[src/rtl/i2c_sad_pkg.sv]
package i2c_sad_pkg;
  typedef enum logic [2:0] {
    ST_IDLE,
    ST_ADDR,
    ST_ACK_WAIT,
    ST_ACK_DRV,
    ST_WAIT
  } frame_st_t;

  localparam int          SEL_W        = 2;
  localparam logic [1:0]  SEL_CTRL     = 2'd0;
  localparam logic [1:0]  SEL_OWN      = 2'd1;
  localparam logic [1:0]  SEL_CLR      = 2'd2;
  localparam int          CTRL_EN_BIT  = 0;
  localparam int          CTRL_IE_BIT  = 1;
  localparam int          CLR_FLAG_BIT = 0;
endpackage

[src/rtl/i2c_sad_sync.sv]
module i2c_sad_sync #(
  parameter int               WIDTH   = 2,
  parameter int               STAGES  = 2,
  parameter logic [WIDTH-1:0] RST_VAL = '1
) (
  input  logic             clk,
  input  logic             rst,
  input  logic [WIDTH-1:0] d_i,
  output logic [WIDTH-1:0] q_o
);
  for (genvar g = 0; g < WIDTH; g++) begin : g_bit
    logic [STAGES-1:0] chain;
    always_ff @(posedge clk) begin
      if (rst) chain <= {STAGES{RST_VAL[g]}};
      else     chain <= {chain[STAGES-2:0], d_i[g]};
    end
    assign q_o[g] = chain[STAGES-1];
  end
endmodule

[src/rtl/i2c_sad_cond.sv]
module i2c_sad_cond (
  input  logic clk,
  input  logic rst,
  input  logic scl_s_i,
  input  logic sda_s_i,
  output logic scl_rise_o,
  output logic scl_fall_o,
  output logic start_o,
  output logic stop_o
);
  logic scl_q, sda_q;

  always_ff @(posedge clk) begin
    if (rst) begin
      scl_q <= 1'b1;
      sda_q <= 1'b1;
    end else begin
      scl_q <= scl_s_i;
      sda_q <= sda_s_i;
    end
  end

  assign scl_rise_o = scl_s_i & ~scl_q;
  assign scl_fall_o = ~scl_s_i & scl_q;
  assign start_o    = scl_s_i & scl_q & sda_q & ~sda_s_i;
  assign stop_o     = scl_s_i & scl_q & ~sda_q & sda_s_i;
endmodule

[src/rtl/i2c_sad_fsm.sv]
module i2c_sad_fsm
  import i2c_sad_pkg::*;
#(
  parameter int ADDR_W = 7
) (
  input  logic              clk,
  input  logic              rst,
  input  logic              en_i,
  input  logic [ADDR_W-1:0] own_addr_i,
  input  logic              scl_rise_i,
  input  logic              scl_fall_i,
  input  logic              start_i,
  input  logic              stop_i,
  input  logic              sda_s_i,
  output logic              busy_o,
  output logic              addressed_o,
  output logic              rw_o,
  output logic              sda_drive_o,
  output logic              match_o
);
  localparam int              CNT_W    = $clog2(ADDR_W + 1);
  localparam logic [CNT_W-1:0] LAST_BIT = CNT_W'(ADDR_W);

  frame_st_t         state_q;
  logic [CNT_W-1:0]  cnt_q;
  logic [ADDR_W-1:0] shift_q;
  logic              busy_q, addressed_q, rw_q, drive_q;
  logic              last_edge, addr_hit;

  assign last_edge = (state_q == ST_ADDR) && scl_rise_i && (cnt_q == LAST_BIT);
  assign addr_hit  = (shift_q == own_addr_i);
  assign match_o   = en_i && !start_i && !stop_i && last_edge && addr_hit;

  always_ff @(posedge clk) begin
    if (rst) begin
      state_q     <= ST_IDLE;
      cnt_q       <= '0;
      shift_q     <= '0;
      busy_q      <= 1'b0;
      addressed_q <= 1'b0;
      rw_q        <= 1'b0;
      drive_q     <= 1'b0;
    end else if (!en_i) begin
      state_q     <= ST_IDLE;
      cnt_q       <= '0;
      busy_q      <= 1'b0;
      addressed_q <= 1'b0;
      drive_q     <= 1'b0;
    end else if (stop_i) begin
      state_q     <= ST_IDLE;
      busy_q      <= 1'b0;
      addressed_q <= 1'b0;
      drive_q     <= 1'b0;
    end else if (start_i) begin
      state_q     <= ST_ADDR;
      cnt_q       <= '0;
      busy_q      <= 1'b1;
      addressed_q <= 1'b0;
      drive_q     <= 1'b0;
    end else begin
      unique case (state_q)
        ST_ADDR: begin
          if (scl_rise_i) begin
            if (cnt_q == LAST_BIT) begin
              if (addr_hit) begin
                addressed_q <= 1'b1;
                rw_q        <= sda_s_i;
                state_q     <= ST_ACK_WAIT;
              end else begin
                state_q     <= ST_WAIT;
              end
            end else begin
              shift_q <= {shift_q[ADDR_W-2:0], sda_s_i};
              cnt_q   <= cnt_q + CNT_W'(1);
            end
          end
        end
        ST_ACK_WAIT: begin
          if (scl_fall_i) begin
            drive_q <= 1'b1;
            state_q <= ST_ACK_DRV;
          end
        end
        ST_ACK_DRV: begin
          if (scl_fall_i) begin
            drive_q <= 1'b0;
            state_q <= ST_WAIT;
          end
        end
        default: ;
      endcase
    end
  end

  assign busy_o      = busy_q;
  assign addressed_o = addressed_q;
  assign rw_o        = rw_q;
  assign sda_drive_o = drive_q;

  AST_OFF_IDLE: assert property (@(posedge clk) disable iff (rst)
    !en_i |=> (!busy_q && !addressed_q && !drive_q));
  AST_START_BUSY: assert property (@(posedge clk) disable iff (rst)
    (en_i && start_i) |=> busy_q);
  AST_STOP_FREE: assert property (@(posedge clk) disable iff (rst)
    (en_i && stop_i) |=> !busy_q);
  AST_DRIVE_ADDRESSED: assert property (@(posedge clk) disable iff (rst)
    drive_q |-> addressed_q);
  AST_RESTART_BUSY: assert property (@(posedge clk) disable iff (rst)
    (en_i && start_i && busy_q) |=> (busy_q && !addressed_q));
endmodule

[src/rtl/i2c_sad_regs.sv]
module i2c_sad_regs
  import i2c_sad_pkg::*;
#(
  parameter int ADDR_W = 7,
  parameter int DATA_W = 8
) (
  input  logic              clk,
  input  logic              rst,
  input  logic              wr_en_i,
  input  logic [SEL_W-1:0]  wr_sel_i,
  input  logic [DATA_W-1:0] wr_data_i,
  input  logic              set_flag_i,
  output logic              en_o,
  output logic [ADDR_W-1:0] own_o,
  output logic              flag_o,
  output logic              irq_o
);
  logic              en_q, ie_q, flag_q, irq_q;
  logic [ADDR_W-1:0] own_q;
  logic              ctrl_wr, own_wr, clr_wr;
  logic              flag_next, ie_next;
  logic              unused_data;

  assign unused_data = ^wr_data_i;
  assign ctrl_wr   = wr_en_i && (wr_sel_i == SEL_CTRL);
  assign own_wr    = wr_en_i && (wr_sel_i == SEL_OWN) && !en_q;
  assign clr_wr    = wr_en_i && (wr_sel_i == SEL_CLR) && wr_data_i[CLR_FLAG_BIT];
  assign ie_next   = ctrl_wr ? wr_data_i[CTRL_IE_BIT] : ie_q;
  assign flag_next = set_flag_i ? 1'b1 : (clr_wr ? 1'b0 : flag_q);

  always_ff @(posedge clk) begin
    if (rst) begin
      en_q   <= 1'b0;
      ie_q   <= 1'b0;
      own_q  <= '0;
      flag_q <= 1'b0;
      irq_q  <= 1'b0;
    end else begin
      if (ctrl_wr) en_q <= wr_data_i[CTRL_EN_BIT];
      ie_q   <= ie_next;
      if (own_wr) own_q <= wr_data_i[ADDR_W-1:0];
      flag_q <= flag_next;
      irq_q  <= flag_next & ie_next;
    end
  end

  assign en_o   = en_q;
  assign own_o  = own_q;
  assign flag_o = flag_q;
  assign irq_o  = irq_q;

  AST_OWN_LOCKED: assert property (@(posedge clk) disable iff (rst)
    en_q |=> $stable(own_q));
  AST_FLAG_SET: assert property (@(posedge clk) disable iff (rst)
    set_flag_i |=> flag_q);
  AST_IRQ_MASKED: assert property (@(posedge clk) disable iff (rst)
    (!ie_q && !ctrl_wr) |=> !irq_q);
  AST_CLEAR_FLAG: assert property (@(posedge clk) disable iff (rst)
    (clr_wr && !set_flag_i) |=> !flag_q);
endmodule

[src/rtl/i2c_slave_addr_front.sv]
module i2c_slave_addr_front
  import i2c_sad_pkg::*;
#(
  parameter int ADDR_W      = 7,
  parameter int DATA_W      = 8,
  parameter int SYNC_STAGES = 2
) (
  input  logic              clk,
  input  logic              rst,
  input  logic              scl_i,
  input  logic              sda_i,
  output logic              sda_drive_o,
  input  logic              wr_en_i,
  input  logic [1:0]        wr_sel_i,
  input  logic [DATA_W-1:0] wr_data_i,
  output logic [ADDR_W-1:0] own_addr_o,
  output logic              busy_o,
  output logic              addressed_o,
  output logic              rw_o,
  output logic              irq_flag_o,
  output logic              irq_o
);
  logic [1:0]        line_s;
  logic              scl_rise, scl_fall, start_det, stop_det;
  logic              en, match;
  logic [ADDR_W-1:0] own;

  i2c_sad_sync #(.WIDTH(2), .STAGES(SYNC_STAGES), .RST_VAL(2'b11)) u_sync (
    .clk (clk),
    .rst (rst),
    .d_i ({scl_i, sda_i}),
    .q_o (line_s)
  );

  i2c_sad_cond u_cond (
    .clk        (clk),
    .rst        (rst),
    .scl_s_i    (line_s[1]),
    .sda_s_i    (line_s[0]),
    .scl_rise_o (scl_rise),
    .scl_fall_o (scl_fall),
    .start_o    (start_det),
    .stop_o     (stop_det)
  );

  i2c_sad_fsm #(.ADDR_W(ADDR_W)) u_fsm (
    .clk         (clk),
    .rst         (rst),
    .en_i        (en),
    .own_addr_i  (own),
    .scl_rise_i  (scl_rise),
    .scl_fall_i  (scl_fall),
    .start_i     (start_det),
    .stop_i      (stop_det),
    .sda_s_i     (line_s[0]),
    .busy_o      (busy_o),
    .addressed_o (addressed_o),
    .rw_o        (rw_o),
    .sda_drive_o (sda_drive_o),
    .match_o     (match)
  );

  i2c_sad_regs #(.ADDR_W(ADDR_W), .DATA_W(DATA_W)) u_regs (
    .clk        (clk),
    .rst        (rst),
    .wr_en_i    (wr_en_i),
    .wr_sel_i   (wr_sel_i),
    .wr_data_i  (wr_data_i),
    .set_flag_i (match),
    .en_o       (en),
    .own_o      (own),
    .flag_o     (irq_flag_o),
    .irq_o      (irq_o)
  );

  assign own_addr_o = own;

  AST_MATCH_ACTS: assert property (@(posedge clk) disable iff (rst)
    match |=> (addressed_o && irq_flag_o));
endmodule

[config.mk]
export PLATFORM = sky130hd
export DESIGN_NAME = i2c_slave_addr_front
export DESIGN_NICKNAME = d
export VERILOG_FILES = /design/src/rtl/i2c_sad_pkg.sv /design/src/rtl/i2c_sad_sync.sv /design/src/rtl/i2c_sad_cond.sv /design/src/rtl/i2c_sad_fsm.sv /design/src/rtl/i2c_sad_regs.sv /design/src/rtl/i2c_slave_addr_front.sv
export SDC_FILE = /design/constraint.sdc
export NUM_CORES = 1
export LEC_CHECK = 0
export ABC_AREA = 0
export BUFFER_PORTS_ARGS = -buffer_cell sky130_fd_sc_hd__buf_4
export CORE_ASPECT_RATIO = 1.25
export CORE_MARGIN = 4
export CORE_UTILIZATION = 57
export DETAILED_ROUTE_END_ITERATION = 6
export PLACE_DENSITY = 0.82
export RECOVER_POWER = 50
export SLEW_MARGIN = 20
export SYNTH_ARGS = -nofsm -noshare
export SYNTH_HDL_FRONTEND = slang
export SYNTH_SLANG_ARGS = --single-unit
[constraint.sdc]
create_clock -name clk -period 3.9 [get_ports clk]
set_clock_uncertainty 0.1 [all_clocks]
set_input_delay 0 -clock clk [delete_from_list [all_inputs] [get_ports clk]]
set_output_delay 0 -clock clk [all_outputs]
set_load 0.005 [all_outputs]
; Word-level counts from Yosys, hierarchy flattened
; Cells that the tools add are included.
[classes]
n_addsub = 1
n_mul = 0
div_mod_pow = 0
n_lt_le_gt_ge = 0
n_eq_ne = 16
shift = 0
muxes = 17
n_bitwise = 16
n_reduce_logical = 30
[ops]
columns = cell, n
row1 = 3-bit 2-to-1 mux, 9
row2 = 1-bit logical AND, 11
row3 = 5-bit AND reduction, 2
row4 = "3-bit by 2-bit != test with 1-bit output, second input constant", 3
row5 = 3-bit one-hot mux with 3 select lines, 1
row6 = 1-bit AND, 8
row7 = 1-bit inverter, 8
row8 = 4-bit AND reduction, 2
row9 = 7-bit equality test, 1
row10 = 7-bit AND reduction, 1
row11 = "3-bit by 2-bit equality test with 1-bit output, second input constant", 2
row12 = 1-bit 2-to-1 mux, 6
row13 = "2-bit != test, second input constant", 3
row14 = 6-bit AND reduction, 1
row15 = 2-bit nonzero test, 3
row16 = "2-bit by 1-bit != test with 1-bit output, second input constant", 2
row17 = 4-bit nonzero test, 1
row18 = 4-bit OR reduction, 1
row19 = "3-bit by 1-bit adder with 3-bit output, second input constant", 1
row20 = "3-bit by 1-bit equality test with 1-bit output, second input constant", 1
row21 = "3-bit equality test, second input constant", 1
row22 = 1-bit zero test, 3
row23 = "3-bit by 1-bit != test with 1-bit output, second input constant", 1
row24 = 3-bit AND reduction, 1
row25 = other kinds (7), 7
[word_totals]
ff_bits = 34
latchBits = 0
ramBits = 0
mem_bits_ro = 0
inputBits = 15
output_inout_bits = 13
elab_cells = 97
n_memories = 0

; Depth between registers and ports, before layout
[logic_depth]
depth_word = 10
depth_mapped = 7
ltp_nobuf = 7

; By module
; From an unflattened synthesis, not the netlist that was laid out.
[hier_totals]
hier_cells = 145
area_unflattened_um2 = 1447.6
[modules_own_cells]
columns = mod, n_inst, cells_per_inst, area_per_inst_um2
row1 = i2c_sad_fsm, 1, 90, 830.8
row2 = i2c_sad_regs, 1, 37, 411.6
row3 = i2c_sad_sync, 1, 10, 120.1
row4 = i2c_sad_cond, 1, 8, 85.1

; Least setup slack after synthesis
; OpenSTA, ideal clock, no wires.
[synth_path]
kind = reg2reg
start = register u_fsm.cnt_q[0]
end = register u_fsm.state_q[1]
t_arrival_ns = 1.434
required_time_ns = 3.681
path_slack_ns = 2.248
path_stages_with_launch = 7
path_buffers = 0
cell_sequence = dfxtp_1 ha_1 ha_1 inv_1 o32ai_1 nand2_1 o221a_2
[synth_via]
elab_chain_len = 3
[synth_rtl]
columns = element, line
row1 = "start, declared", i2c_sad_fsm.sv:25  ; logic [CNT_W-1:0] cnt_q;
row2 = "start signal, assigned", i2c_sad_fsm.sv:74  ; cnt_q <= cnt_q + CNT_W'(1);
row3 = 3-bit equality test, i2c_sad_fsm.sv:64  ; if (cnt_q == LAST_BIT) begin
row4 = 2-bit != test (no source line), -
row5 = 5-bit AND reduction (no source line), -
row6 = "end signal, assigned", i2c_sad_fsm.sv:68  ; state_q <= ST_ACK_WAIT;
row7 = "end signal, assigned", i2c_sad_fsm.sv:70  ; state_q <= ST_WAIT;
row8 = "end signal, assigned", i2c_sad_fsm.sv:81  ; state_q <= ST_ACK_DRV;
row9 = "end, declared", i2c_sad_fsm.sv:24  ; frame_st_t state_q;
; No other way between the ends.
; A chain may end at the register's enable or synchronous reset.

; Worst setup path after layout
[layout_path]
start = register u_regs.en_q, in the netlist u_regs.en_o
end = register u_regs.own_q[3], in the netlist u_regs.own_o[3]
[layout_via]
elab_chain_len = 2
[layout_rtl]
columns = element, line
row1 = "start, declared", i2c_sad_regs.sv:18  ; logic en_q, ie_q, flag_q, irq_q;
row2 = "start signal, assigned", i2c_sad_regs.sv:39  ; if (ctrl_wr) en_q <= wr_data_i[CTRL_EN_BIT];
row3 = 1-bit zero test, i2c_sad_regs.sv:26  ; assign own_wr = wr_en_i && (wr_sel_i == SEL_OWN) && !en_q;
row4 = 1-bit logical AND, i2c_sad_regs.sv:26
row5 = "end signal, assigned", i2c_sad_regs.sv:41  ; if (own_wr) own_q <= wr_data_i[ADDR_W-1:0];
row6 = "end, declared", i2c_sad_regs.sv:19  ; logic [ADDR_W-1:0] own_q;
; No other way between the ends.

==> results.sh <==
export IMPL_power_density_mw_per_mm2=315
export IMPL_start_util_pct=59.7
export IMPL_hold_path_class="in2reg"
export IMPL_crit_top_cell="dlygate4sd3_1"
export IMPL_p_leak_nw=0.884
export IMPL_num_fill_cells=143
export IMPL_synth_edff_count=0
export IMPL_antenna_found_initial=0
export IMPL_async_flop_share_pct=0
export IMPL_diodes=0
export IMPL_cts_setup_buffers=0
export IMPL_routed_via_density=5.46
export IMPL_synth_distinct_cells=36
export IMPL_peakVddDrop_mv=0.369
export IMPL_most_common_layout_cells="34 x dfxtp_1, 24 x nor2_1, 24 x dlygate4sd3_1, 18 x mux2i_1, 17 x clkbuf_4"
export IMPL_cts_hold_buf=24
export IMPL_fin_area_mm2=0.00197
export IMPL_clock_power_share_pct=31.8
export IMPL_dr_wl_met3_um=164
export IMPL_h_tree_depth=2
export IMPL_clkTransAtPathRegs_ps=100
export IMPL_path_buf_inv=2
export IMPL_clock_latency_ps=320
export IMPL_cp_max_fo=7
export IMPL_port_buffer_count=26
export IMPL_synth_cell_area_mm2=0.00145
export IMPL_start_kind="register"
export IMPL_syn_mean_instance_area_um2=10.1
export IMPL_met2_length_um=1870
export IMPL_critPathRequiredTime_ps=4020
export IMPL_endpoint_kind="register"
export IMPL_place_area_mm2=0.00166
export IMPL_gp_congestion=0.755
export IMPL_cts_tree="built"
export IMPL_max_cap_viol_count=0
export IMPL_switching_share_pct=22.8
export IMPL_power_switching_mw=0.141
export IMPL_seq_power_share_pct=58.1
export IMPL_fin_nets=213
export IMPL_critical_path_max_stage_delay_ps=680
export IMPL_comb_power_share_pct=10.0
export IMPL_drt_initial_drc_count=52
export IMPL_die_x_um=53.1
export IMPL_final_common_cell="dfxtp_1"
export IMPL_crit_family="buffers and inverters"
export IMPL_drt_pass1_iter_count=4
export IMPL_clockBufferDepth=2
export IMPL_worstMarginPinSlew_ps=1000
export IMPL_grt_max_degree=26
export IMPL_drt_met1_wl_um=1430
export IMPL_gr_usage_all_layers_pct=24.9
export IMPL_grt_ovfl_total=0
export IMPL_ys_warn_count=0
export IMPL_antenna_left=0
export IMPL_post_route_period_util_pct=70.7
export IMPL_post_route_drc_count=0
export IMPL_clock_fmax_ghz=0.363
export IMPL_crit_chain="nor4bb_4, mux2i_1, dlygate4sd3_1, nor2_1, dlygate4sd3_1"
export IMPL_highest_layer="met4"
export IMPL_path_class="reg2reg"
export IMPL_area_growth_pct=35.5
export IMPL_finalHoldViolations=0
export IMPL_worst_slack_ps=1140
export IMPL_detail_route_wl_per_cell_um=15.7
export IMPL_maxSlewHeadroom_pct=33.1
export IMPL_coreArea_mm2=0.00243
export IMPL_ys_ff_latch=34
export IMPL_ys_seq_area_share_pct=46.9
export IMPL_status="complete, no violations"
export IMPL_floorplan_io_pins=28
export IMPL_min_period_ps=2760
export IMPL_grt_pass1_wl_um=6240
export IMPL_grt_pass1_vias=1322
export IMPL_synthFlopType="dfxtp_1"
export IMPL_dpl_worst_slack_ps=2090
export IMPL_dieArea_mm2=0.00342
export IMPL_p_int_mw=0.477
export IMPL_cp_arrival_ps=2870
export IMPL_row_count=20
export IMPL_die_h_um=64.4
export IMPL_ctsResizeCount=0
export IMPL_rsz0062_at_grt="no"
export IMPL_worst_path_max_delay_cell="nor4bb_4"
export IMPL_setup_violations=0
export IMPL_clock_sinks=34
export IMPL_drv_slew=0
export IMPL_synth_nets=161
export IMPL_timing_setup_tns_ps=0
export IMPL_clock_tree_root_cell="clkbuf_4"
export IMPL_drive_gt1_share_pct=22.8
export IMPL_wl_um=3610
export IMPL_vias=1256
export IMPL_hold_slack_ps=85.0
export IMPL_dp_hpwl_um=2080
export IMPL_netlist_instances=144
export IMPL_cts_buffers=5
## worst register-to-register path, stage by stage, from the launching register on
cell	delay, ps
dfxtp_1	390
nor4bb_4	680
mux2i_1	270
dlygate4sd3_1	580
nor2_1	40
dlygate4sd3_1	590
## per-stage QoR
stage	power [mW]	std cells	util [%]
CTS	0.621	230	80.9
finish	0.618	230	81.0
floorplan	0.390	144	-
detailed placement	0.409	198	68.6
global route	0.645	230	81.0
global placement	0.407	198	68.6
## kinds of logic after synthesis
| family | share of synthesized area [%] |
|---|---|
| fa+ha+maj | 1.73 |
| compound gates | 6.56 |
| buf+inv | 2.76 |
| xor+xnor | 5.44 |
| flops | 46.9 |
| mux | 12.4 |
| simple gates | 24.2 |
## layer usage
| metal | global-route usage, % | vias to the layer above |
|---|---|---|
| met3 | 6.06 | 17 |
| met5 | 0 | - |
| li1 | - | 594 |
| met2 | 42.5 | 44 |
| met1 | 28.3 | 601 |
| met4 | 11.5 | 0 |
## cell type report
type	count	area [um^2]	share of cell area [%]
Multi-Input combinational cell	102	744	37.9
Sequential cell	34	681	34.6
Timing Repair Buffer	50	428	21.8
Clock buffer	7	55.1	2.80
Tap cell	33	41.3	2.10
Inverter	3	11.3	0.573
Clock inverter	1	5.00	0.255
## flip-flops by register name, summed over array words and instances, names as in the netlist, 3 cells and up
register / count
u_fsm.cnt_q: 3
u_fsm.state_q: 3
u_regs.own_o: 7
u_fsm.shift_q: 7
u_sync.g_bit.chain: 4
## synthesized netlist by cell type (3+ instances only)
library cell,count,area [um^2]
dfxtp_1,34,681
nor2_1,24,90.1
mux2i_1,18,180
nand2_1,8,30.0
xor2_1,8,70.1
o21ai_0,6,30.0
or2_2,6,37.5
and2_1,3,18.8
inv_1,3,11.3
nand3_1,3,15.0
nor2b_1,3,18.8
## power groups by stage
stage,clock network [mW],registers [mW],logic [mW]
final,0.197,0.360,0.0620
after global routing,0.218,0.361,0.0666
after CTS,0.203,0.359,0.0586
after detailed placement,0,0.367,0.0425
after global placement,0,0.367,0.0407
after floorplan,0,0.364,0.0260
## worst paths after layout
path	startpoint	end	slack, ps	depth (start not counted)
worst max-delay path	u_regs.en_o$_SDFFE_PP0P_	u_regs.own_o[3]$_SDFFE_PP0P_	1140	5
worst min-delay path	wr_en_i	u_regs.irq_o$_SDFF_PP0_	90	5
worst max register to register	u_regs.en_o$_SDFFE_PP0P_	u_regs.own_o[3]$_SDFFE_PP0P_	1140	5
worst min register to register	u_sync.g_bit[0].chain[0]$_SDFF_PP1_	u_sync.g_bit[0].chain[1]$_SDFF_PP1_	330	1
No activity file was read; power rests on OpenSTA's default activity.
